===== config.mk =====
export PLATFORM = sky130hd
export DESIGN_NAME = ea_gen
export DESIGN_NICKNAME = d
export VERILOG_FILES = /design/src/rtl/ea_pkg.sv /design/src/rtl/ea_math.sv /design/src/rtl/ea_seq.sv /design/src/rtl/ea_gen.sv
export SDC_FILE = /design/constraint.sdc
export NUM_CORES = 1
export LEC_CHECK = 0
export BUFFER_PORTS_ARGS = -buffer_cell sky130_fd_sc_hd__buf_2
export CAP_MARGIN = 20
export CORE_AREA = 2 2 131 133
export DETAILED_ROUTE_END_ITERATION = 7
export DIE_AREA = 0 0 133 135
export PLACE_DENSITY = 0.55
export SKIP_LAST_GASP = 1
export SYNTH_ARGS = -nofsm -noshare
export SYNTH_HDL_FRONTEND = slang
export SYNTH_SLANG_ARGS = --single-unit

===== constraint.sdc =====
create_clock -name clk -period 2.68 [get_ports clk]
set_clock_uncertainty 0.2 [all_clocks]
set_input_delay 0.402 -clock clk [delete_from_list [all_inputs] [get_ports clk]]
set_output_delay 0.402 -clock clk [all_outputs]
set_load 0.01 [all_outputs]

===== src/rtl/ea_pkg.sv =====
package ea_pkg;

    localparam int AW     = 16;
    localparam int DW     = 8;
    localparam int MW     = 4;
    localparam int PAGE_W = AW - DW;

    typedef logic [AW-1:0] addr_t;
    typedef logic [DW-1:0] byte_t;
    typedef logic [MW-1:0] mode_t;

    localparam mode_t AM_NONE = 4'd0;
    localparam mode_t AM_IMM  = 4'd1;
    localparam mode_t AM_ZP   = 4'd2;
    localparam mode_t AM_ZPX  = 4'd3;
    localparam mode_t AM_ZPY  = 4'd4;
    localparam mode_t AM_ABS  = 4'd5;
    localparam mode_t AM_ABSX = 4'd6;
    localparam mode_t AM_ABSY = 4'd7;
    localparam mode_t AM_INDX = 4'd8;
    localparam mode_t AM_INDY = 4'd9;

    typedef enum logic [2:0] {
        ST_IDLE,
        ST_ISSUE,
        ST_B0,
        ST_B1,
        ST_B2
    } st_e;

    typedef struct packed {
        mode_t mode;
        addr_t pc;
        byte_t x;
        byte_t y;
    } ctx_t;

    function automatic addr_t zp_addr(byte_t b);
        return {{PAGE_W{1'b0}}, b};
    endfunction

    function automatic byte_t zp_add(byte_t a, byte_t b);
        return a + b;
    endfunction

    function automatic addr_t word(byte_t hi, byte_t lo);
        return {hi, lo};
    endfunction

    function automatic addr_t idx16(addr_t base, byte_t i);
        return base + zp_addr(i);
    endfunction

    function automatic logic uses_mem(mode_t m);
        return (m >= AM_ZP) && (m <= AM_INDY);
    endfunction

    function automatic logic is_ind(mode_t m);
        return (m == AM_INDX) || (m == AM_INDY);
    endfunction

endpackage


===== src/rtl/ea_math.sv =====
module ea_math
    import ea_pkg::*;
(
    input  st_e   st_i,
    input  logic  start_i,
    input  mode_t mode_i,
    input  addr_t pc_i,
    input  ctx_t  ctx_i,
    input  byte_t lo_i,
    input  byte_t zb_i,
    input  byte_t rd_data_i,
    output st_e   st_nxt_o,
    output logic  rd_en_o,
    output addr_t rd_addr_o,
    output logic  fin_o,
    output addr_t ea_nxt_o,
    output logic  lo_we_o,
    output logic  zb_we_o,
    output byte_t zb_nxt_o
);

    byte_t sum_x;
    byte_t sum_y;
    byte_t zb_inc;
    addr_t fetched_word;

    assign sum_x        = zp_add(rd_data_i, ctx_i.x);
    assign sum_y        = zp_add(rd_data_i, ctx_i.y);
    assign zb_inc       = zp_add(zb_i, byte_t'(1));
    assign fetched_word = word(rd_data_i, lo_i);

    always_comb begin
        st_nxt_o  = st_i;
        rd_en_o   = 1'b0;
        rd_addr_o = '0;
        fin_o     = 1'b0;
        ea_nxt_o  = '0;
        lo_we_o   = 1'b0;
        zb_we_o   = 1'b0;
        zb_nxt_o  = '0;
        case (st_i)
            ST_IDLE: begin
                if (start_i) begin
                    if (uses_mem(mode_i)) begin
                        st_nxt_o = ST_ISSUE;
                    end else begin
                        fin_o    = 1'b1;
                        ea_nxt_o = (mode_i == AM_IMM) ? pc_i : '0;
                    end
                end
            end
            ST_ISSUE: begin
                rd_en_o   = 1'b1;
                rd_addr_o = ctx_i.pc;
                st_nxt_o  = ST_B0;
            end
            ST_B0: begin
                case (ctx_i.mode)
                    AM_ZP: begin
                        fin_o    = 1'b1;
                        ea_nxt_o = zp_addr(rd_data_i);
                        st_nxt_o = ST_IDLE;
                    end
                    AM_ZPX: begin
                        fin_o    = 1'b1;
                        ea_nxt_o = zp_addr(sum_x);
                        st_nxt_o = ST_IDLE;
                    end
                    AM_ZPY: begin
                        fin_o    = 1'b1;
                        ea_nxt_o = zp_addr(sum_y);
                        st_nxt_o = ST_IDLE;
                    end
                    AM_INDX: begin
                        zb_we_o   = 1'b1;
                        zb_nxt_o  = sum_x;
                        rd_en_o   = 1'b1;
                        rd_addr_o = zp_addr(sum_x);
                        st_nxt_o  = ST_B1;
                    end
                    AM_INDY: begin
                        zb_we_o   = 1'b1;
                        zb_nxt_o  = rd_data_i;
                        rd_en_o   = 1'b1;
                        rd_addr_o = zp_addr(rd_data_i);
                        st_nxt_o  = ST_B1;
                    end
                    default: begin
                        lo_we_o   = 1'b1;
                        rd_en_o   = 1'b1;
                        rd_addr_o = ctx_i.pc + addr_t'(1);
                        st_nxt_o  = ST_B1;
                    end
                endcase
            end
            ST_B1: begin
                if (is_ind(ctx_i.mode)) begin
                    lo_we_o   = 1'b1;
                    rd_en_o   = 1'b1;
                    rd_addr_o = zp_addr(zb_inc);
                    st_nxt_o  = ST_B2;
                end else begin
                    fin_o    = 1'b1;
                    st_nxt_o = ST_IDLE;
                    case (ctx_i.mode)
                        AM_ABSX: ea_nxt_o = idx16(fetched_word, ctx_i.x);
                        AM_ABSY: ea_nxt_o = idx16(fetched_word, ctx_i.y);
                        default: ea_nxt_o = fetched_word;
                    endcase
                end
            end
            ST_B2: begin
                fin_o    = 1'b1;
                st_nxt_o = ST_IDLE;
                ea_nxt_o = (ctx_i.mode == AM_INDY) ? idx16(fetched_word, ctx_i.y)
                                                   : fetched_word;
            end
            default: st_nxt_o = ST_IDLE;
        endcase
    end

endmodule


===== src/rtl/ea_seq.sv =====
module ea_seq
    import ea_pkg::*;
(
    input  logic  clk,
    input  logic  rst,
    input  logic  start_i,
    input  mode_t mode_i,
    input  addr_t pc_i,
    input  byte_t x_i,
    input  byte_t y_i,
    input  st_e   st_nxt_i,
    input  logic  fin_i,
    input  addr_t ea_nxt_i,
    input  logic  lo_we_i,
    input  logic  zb_we_i,
    input  byte_t zb_nxt_i,
    input  byte_t rd_data_i,
    output st_e   st_o,
    output ctx_t  ctx_o,
    output byte_t lo_o,
    output byte_t zb_o,
    output addr_t ea_o,
    output logic  done_o
);

    always_ff @(posedge clk) begin
        if (rst) begin
            st_o   <= ST_IDLE;
            ctx_o  <= '0;
            lo_o   <= '0;
            zb_o   <= '0;
            ea_o   <= '0;
            done_o <= 1'b0;
        end else begin
            st_o   <= st_nxt_i;
            done_o <= fin_i;
            if (fin_i) begin
                ea_o <= ea_nxt_i;
            end
            if ((st_o == ST_IDLE) && start_i) begin
                ctx_o.mode <= mode_i;
                ctx_o.pc   <= pc_i;
                ctx_o.x    <= x_i;
                ctx_o.y    <= y_i;
            end
            if (lo_we_i) begin
                lo_o <= rd_data_i;
            end
            if (zb_we_i) begin
                zb_o <= zb_nxt_i;
            end
        end
    end

endmodule


===== src/rtl/ea_gen.sv =====
module ea_gen
    import ea_pkg::*;
(
    input  logic        clk,
    input  logic        rst,
    input  logic        start_i,
    input  logic [3:0]  mode_i,
    input  logic [15:0] pc_i,
    input  logic [7:0]  x_i,
    input  logic [7:0]  y_i,
    output logic        mem_rd_en_o,
    output logic [15:0] mem_rd_addr_o,
    input  logic [7:0]  mem_rd_data_i,
    output logic        done_o,
    output logic [15:0] ea_o
);

    st_e   st_q;
    st_e   st_nxt;
    ctx_t  ctx_q;
    byte_t lo_q;
    byte_t zb_q;
    logic  fin;
    addr_t ea_nxt;
    logic  lo_we;
    logic  zb_we;
    byte_t zb_nxt;

    ea_math u_math (
        .st_i      (st_q),
        .start_i   (start_i),
        .mode_i    (mode_i),
        .pc_i      (pc_i),
        .ctx_i     (ctx_q),
        .lo_i      (lo_q),
        .zb_i      (zb_q),
        .rd_data_i (mem_rd_data_i),
        .st_nxt_o  (st_nxt),
        .rd_en_o   (mem_rd_en_o),
        .rd_addr_o (mem_rd_addr_o),
        .fin_o     (fin),
        .ea_nxt_o  (ea_nxt),
        .lo_we_o   (lo_we),
        .zb_we_o   (zb_we),
        .zb_nxt_o  (zb_nxt)
    );

    ea_seq u_seq (
        .clk       (clk),
        .rst       (rst),
        .start_i   (start_i),
        .mode_i    (mode_i),
        .pc_i      (pc_i),
        .x_i       (x_i),
        .y_i       (y_i),
        .st_nxt_i  (st_nxt),
        .fin_i     (fin),
        .ea_nxt_i  (ea_nxt),
        .lo_we_i   (lo_we),
        .zb_we_i   (zb_we),
        .zb_nxt_i  (zb_nxt),
        .rd_data_i (mem_rd_data_i),
        .st_o      (st_q),
        .ctx_o     (ctx_q),
        .lo_o      (lo_q),
        .zb_o      (zb_q),
        .ea_o      (ea_o),
        .done_o    (done_o)
    );

endmodule


==> run metrics, run 1 <==
TritonCTS Sinks 72; WHS Endpoint u_seq.ctx_o[9]$_SDFFE_PP0P_; vias in the first global route just under 6000; shortest period the worst path allows a little over 3 ns; Die H 135 µm; 1st-iter DRT viols between 400 and 500; Yosys warnings 0; Synth top area share around a quarter; CP Data Required Time 2.08 ns; HP Start x_i[1]; Post-synth EDFFs 0; CTS root buf clkbuf_16; share of post-route cells with drive strength above 1 between 30% and 40%; WHS Path Cells 3; Max Slew Vio Count 0; antenna violations before repair 0; Antenna Violating Nets Remaining 0; CTS buffer count 9; setup TNS -1.72 ns; Boundary Pins 81; leakage ~3.1 nW; area of the mapped netlist about 5700 µm²; clock-pin slew on the worst setup and hold paths 0.06 ns; Distinct cells, synth 73; Seq cells post-synth ~70; Critical R2R Launch u_seq.ctx_o[13]$_SDFFE_PP0P_; hold violation count in the final report 0; R2R Setup Slk -0.31 ns; vias per inst approximately 5.5; IO buf count 80; largest net degree at the start of global routing 49; grt total ovfl 0; critical setup path kind reg2out; Startpoint Class flip-flop; Worst R2R End u_seq.ea_o[7]$_SDFFE_PP0P_; Avg Cell Area, Syn approximately 7.3 µm²; Worst Setup End Kind primary output; crit path max fanout 2; slew margin rel. between 50% and 60%; Post-Synthesis Cells around 800; max incr delay on CP about 0.37 ns; post-DP HPWL 15.4 mm; critical path arrival approximately 2.4 ns; sequential area share after synthesis between 20% and 30%; global-route wire length before repair between 30 and 40 mm; total number of vias approximately 6300; n_diodes 0; final setup fails 9; status finished with violations; count leader, synth nand2_1; number of detailed-route iterations in the first pass 5; clk_lat worst skew 0.35 ns; Area Growth Syn to Fin 35.8%; gr usage total 22.9%; Die W roughly 130 µm; crit share post-route 113%; Post-synth top cells nand2_1 (155), a21oi_1 (91), dfxtp_1 (72), nor2_1 (50), o21ai_0 (49); Die Area roughly 18000 µm²; pre-CTS setup slack -0.298 ns; CTS tree built; top_reg_cell synth dfxtp_1; drt wl/cell 18.0 µm; ys async rst share 0%; Min-Delay Path Class in2reg; routed wire length between 20 and 25 mm; R2R depth 14; Final Util between 40% and 50%; Max-Cap Viols 0; core area around 16000 µm²; top cells by area, synth dfxtp_1 (25%), nand2_1 (10%), a21oi_1 (8.0%); Clock Path Buffers 2; fin nets about 1000; CP startpoint u_seq.ctx_o[8]$_SDFFE_PP0P_; htree depth 3; fin worst setup slack -0.352 ns; starting density of the core a little over a third; RSZ-0062 raised after global routing yes; Pwr Density roughly 440 nW/µm²; measured slew at the worst slew-check pin 0.623 ns; Row Count 47; failing checks negative setup slack; Max Freq 330 MHz; # DRC 0; area leader, netlist dfxtp_1; syn_nets 860; slowest stage cell on the critical path fa_2; GPL Wtd Cong about 0.9; cell breakdown of the critical path ha_4 > fa_2 > a21oi_4 > o22ai_2 > nor2_1 > xor2_1 > o21ai_1 > nand2_1 > o2111ai_1 > buf_2; Worst VDD drop 299 µV
[cell families (layout without fill, tap and decap cells)]
logic type	Yosys count	after routing	synth area share, %
buf+inv	56	215	4.37
fa+ha+maj	36	36	8.42
flops	72	72	25.3
compound gates	248	248	27.8
xor+xnor	40	40	6.14
simple gates	311	311	25.5
mux	14	14	2.48
[worst max path at each step]
| stage | to | slack [ns] | depth (start not counted) |
|---|---|---|---|
| 3_5_place_dp | mem_rd_addr_o[6] | -0.30 | 11 |
| 3_3_place_gp | mem_rd_addr_o[6] | -0.29 | 11 |
| 4_1_cts | mem_rd_addr_o[4] | -0.28 | 10 |
| 2_1_floorplan | mem_rd_addr_o[3] | 0.1 | 9 |
| 5_1_grt | mem_rd_addr_o[7] | -0.45 | 9 |
| 6_report | mem_rd_addr_o[6] | -0.35 | 10 |
[state kept, by name, indices dropped and copies added, names as in the netlist]
signal        count
u_seq.zb_o        8
u_seq.ctx_o      36
u_seq.st_o        3
u_seq.done_o      1
u_seq.ea_o       16
u_seq.lo_o        8
[cell usage in the layout (no fill, tap or decap), drive strengths merged, types with 3 or more instances in the layout]
cell type	netlist	final
nand2b	4	4
a32o	5	5
nor4b	5	5
o31ai	4	4
inv	7	7
nand3	30	30
xnor2	28	28
nand3b	5	5
fa	4	4
a21o	9	9
or3	4	4
a21oi	91	91
and3	13	13
o21ai	49	49
and3b	3	3
nand4	9	9
o21a	4	4
dfxtp	72	72
nor3	7	7
buf	20	192
a211oi	13	13
a221oi	6	6
and2	7	7
nor2b	3	3
o22ai	9	9
xor2	12	12
o211ai	10	10
nor2	51	51
or3b	4	4
o21bai	3	3
a31oi	8	8
ha	32	32
clkbuf	29	13
mux2i	13	13
nor4	4	4
o311ai	3	3
a32oi	4	4
nand2	155	155
or2	3	3
o2111ai	4	4
[per-stage QoR]
| stage | power (mW) | area (µm²) | cells | hold slack [ns] |
|---|---|---|---|---|
| final | 3.38 | 7740 | 1156 | 0.0774 |
| after global routing | 3.55 | 7740 | 1156 | 0.0818 |
| after CTS | 3.34 | 7430 | 1146 | 0.0657 |
| after detailed placement | 2.09 | 6850 | 1113 | 0.260 |
| after global placement | 2.09 | 6850 | 1113 | 0.260 |
| after floorplan | 1.74 | 5700 | 777 | 0.246 |
[worst max-delay path, delay by kind of cell, from the launching register on]
| family | cells | cell delay, ns |
|---|---|---|
| and+or+nand+nor | 2 | 0.27 |
| AOI/OAI and AO/OA | 4 | 0.50 |
| adders and majority gates | 2 | 0.53 |
| buffers and inverters | 1 | 0.16 |
| xor gates and xnor gates | 1 | 0.25 |
| DFF | 1 | 0.36 |
[what timing repair did]
action                                 in CTS  in global routing
setup buffers                              17                 12
gates cloned                                1                  0
setup endpoints to repair                  15                 25
hold buffers                                0                  0
gates resized for setup                    40                 70
pin swaps                                  18                 29
endpoints found under the hold margin       0                  0
[layout make-up]
cell class                      instances  area [µm²]
Clock inverter                          3        17.5
Multi-Input combinational cell        649        4380
Clock buffer                           12         256
Tap cell                              220         275
Timing Repair Buffer                  193        1320
Inverter                                7        26.3
Sequential cell                        72        1470
Fill cell                            1686        8660
[layer usage]
metal | GRT usage [%] | up-vias | share of wire [%]
met1 | 30.7 | 2917 | 45
met4 | 9.14 | 0 | 3.0
li1 | - | 3141 | -
met5 | 0 | - | 0
met3 | 4.50 | 38 | 6.2
met2 | 36.3 | 207 | 46
[power by group]
| part | internal [mW] | switching, mW |
|---|---|---|
| clock network | 0.669 | 0.480 |
| logic | 0.453 | 0.563 |
| registers | 1.14 | 0.0753 |
| total | 2.26 | 1.12 |
No activity file was read; power rests on OpenSTA's default activity.
==> inputs of run 2 (changes only) <==
--- a/config.mk
+++ b/config.mk
@@ -10,6 +10,7 @@
 export CORE_AREA = 2 2 131 133
 export DETAILED_ROUTE_END_ITERATION = 7
 export DIE_AREA = 0 0 133 135
+export GPL_TIMING_DRIVEN = 0
 export PLACE_DENSITY = 0.55
 export SKIP_LAST_GASP = 1
 export SYNTH_ARGS = -nofsm -noshare
==> constraint.sdc (replaced) <==
create_clock -name clk -period 2.68 [get_ports clk]
set_clock_uncertainty 0.2 [all_clocks]
set_input_delay 0.402 -clock clk [delete_from_list [all_inputs] [get_ports clk]]
set_output_delay 0.402 -clock clk [all_outputs]
set_load 0.1 [all_outputs]
==> run metrics, run 2 (synthesis results as in run 1) <==
status finished with violations; failing checks negative setup slack; CTS buffer count 9; vias per inst between 5 and 6; drt wl/cell roughly 21 µm; Largest register FFs 36; fin worst setup slack -0.476 ns; htree depth 3; share of post-route cells with drive strength above 1 33.2%; area of the multi-input gates 4850 µm²; n_diodes 0; # DRC 0; IO buf count 79; CTS root buf clkbuf_16; Min-Delay Path Class in2reg; Most flops, register u_seq.ctx_o; most frequent cells in the layout nand2_1 (147), a21oi_1 (81), buf_2 (66); switching share of power around two fifths; Boundary Pins 81; Max-Cap Viols 0; R2R Setup Slk -0.44 ns; Hold WS 0.0724 ns; critical setup path kind reg2out; crit path max fanout 2; grt total ovfl 0; largest net degree at the start of global routing 13; Max Slew Vio Count 0; TritonCTS Sinks between 70 and 80; slew margin rel. approximately two fifths; fillers around 1600; Row Count between 40 and 50; GPL Wtd Cong between 0.9 and 1; Top Registers u_seq.ctx_o x36, u_seq.ea_o x16; Pint 2.31 mW; leakage approximately 3.1 nW; Cell Area, Placed around 6600 µm²; core area approximately 16000 µm²; final setup fails 14; switching power approximately 1.5 mW; setup TNS -3.73 ns; starting density of the core 34.8%; measured slew at the worst slew-check pin approximately 0.91 ns; Final Util 50.4%; shortest period the worst path allows between 3 and 4 ns; antenna violations before repair 0; 1st-iter DRT viols between 400 and 500; Antenna Violating Nets Remaining 0; Die Area 18000 µm²; Clock Path Buffers 2; CP Data Required Time 2.08 ns; leading cell type in the layout, fill and taps excluded nand2_1; fin area about 8300 µm²; clock-pin slew on the worst setup and hold paths around 0.060 ns; clk_lat worst skew 0.35 ns; total power between 3 and 4 mW; global-route wire length before repair roughly 36 mm; CTS tree built; Max Freq 317 MHz; number of detailed-route iterations in the first pass 5; total number of vias 6589; Clock power frac between 30% and 40%; Combinational Power Share between 30% and 40%; FF/Latch Area approximately 1500 µm²; critical path arrival ~2.6 ns; Die H about 140 µm; RSZ-0062 raised after global routing yes; gr usage total 26.4%; Worst VDD drop roughly 310 µV; Startpoint Class flip-flop; Pwr Density about 460 nW/µm²; hold violation count in the final report 0; fin nets roughly 1000; post-DP HPWL ~17 mm; Worst Setup End Kind primary output; vias in the first global route slightly above 6000; Die W roughly 130 µm; Area Growth Syn to Fin 44.8%; routed wire length 23.9 mm; Sequential Power Share approximately a third; crit share post-route 118%
==> run 2: critical path, stage by stage, from the launching register on <==
cell and delay (ns):
dfxtp_4 0.36, ha_4 0.16, fa_2 0.37, a21oi_2 0.18, o21bai_1 0.11, xnor2_1 0.16, o21ai_1 0.19, nand2_1 0.11
o21a_1 0.13, o211ai_1 0.12, buf_6 0.27
==> run 2: final timing paths <==
kind | cells after the start | to | from
max | 10 | mem_rd_addr_o[4] | u_seq.ctx_o[8]$_SDFFE_PP0P_
min | 3 | u_seq.ctx_o[8]$_SDFFE_PP0P_ | x_i[0]
max reg2reg | 17 | u_seq.ea_o[6]$_SDFFE_PP0P_ | u_seq.ctx_o[8]$_SDFFE_PP0P_
min reg2reg | 2 | u_seq.zb_o[7]$_SDFFE_PP0P_ | u_seq.zb_o[7]$_SDFFE_PP0P_
==> run 2: what timing repair did <==
item	in CTS	in global routing
cloned	1	0
hold endpoints to repair	0	0
resized for setup	163	75
setup buffers	42	14
hold buffers	0	0
pin swaps	26	37
endpoints found under the setup margin	60	48
==> run 2: cell type report <==
type / instances / share of cell area [%]
buffer: 45 / 3.18
inverter: 7 / 0.318
clock buffer: 11 / 3.06
clock inverter: 5 / 0.379
tap: 220 / 3.33
multi-input combinational: 649 / 58.7
sequential: 72 / 18.0
timing repair buffer: 134 / 13.0
==> run 2: routing by layer <==
metal / global-route usage (%) / part of all wire, %
met1: 34.6 / 43
met2: 43.6 / 47
met3: 4.50 / 6.8
met4: 10.4 / 3.1
met5: 0 / 0
==> run 2: power by group through the flow <==
stage          clock network, mW  registers, mW  logic (mW)
6_report                    1.19           1.25        1.33
2_1_floorplan                  0           1.34       0.642
3_5_place_dp                   0           1.25        1.05
4_1_cts                     1.20           1.23        1.24
5_1_grt                     1.25           1.26        1.41
3_3_place_gp                   0           1.25        1.05
==> run 2: per-stage QoR <==
step                std cells  setup WS (ns)
CTS                      1133         -0.424
global route             1143         -0.591
finish                   1143         -0.476
detailed placement       1077         -0.637
floorplan                 777         -0.625
global placement         1076         -0.624
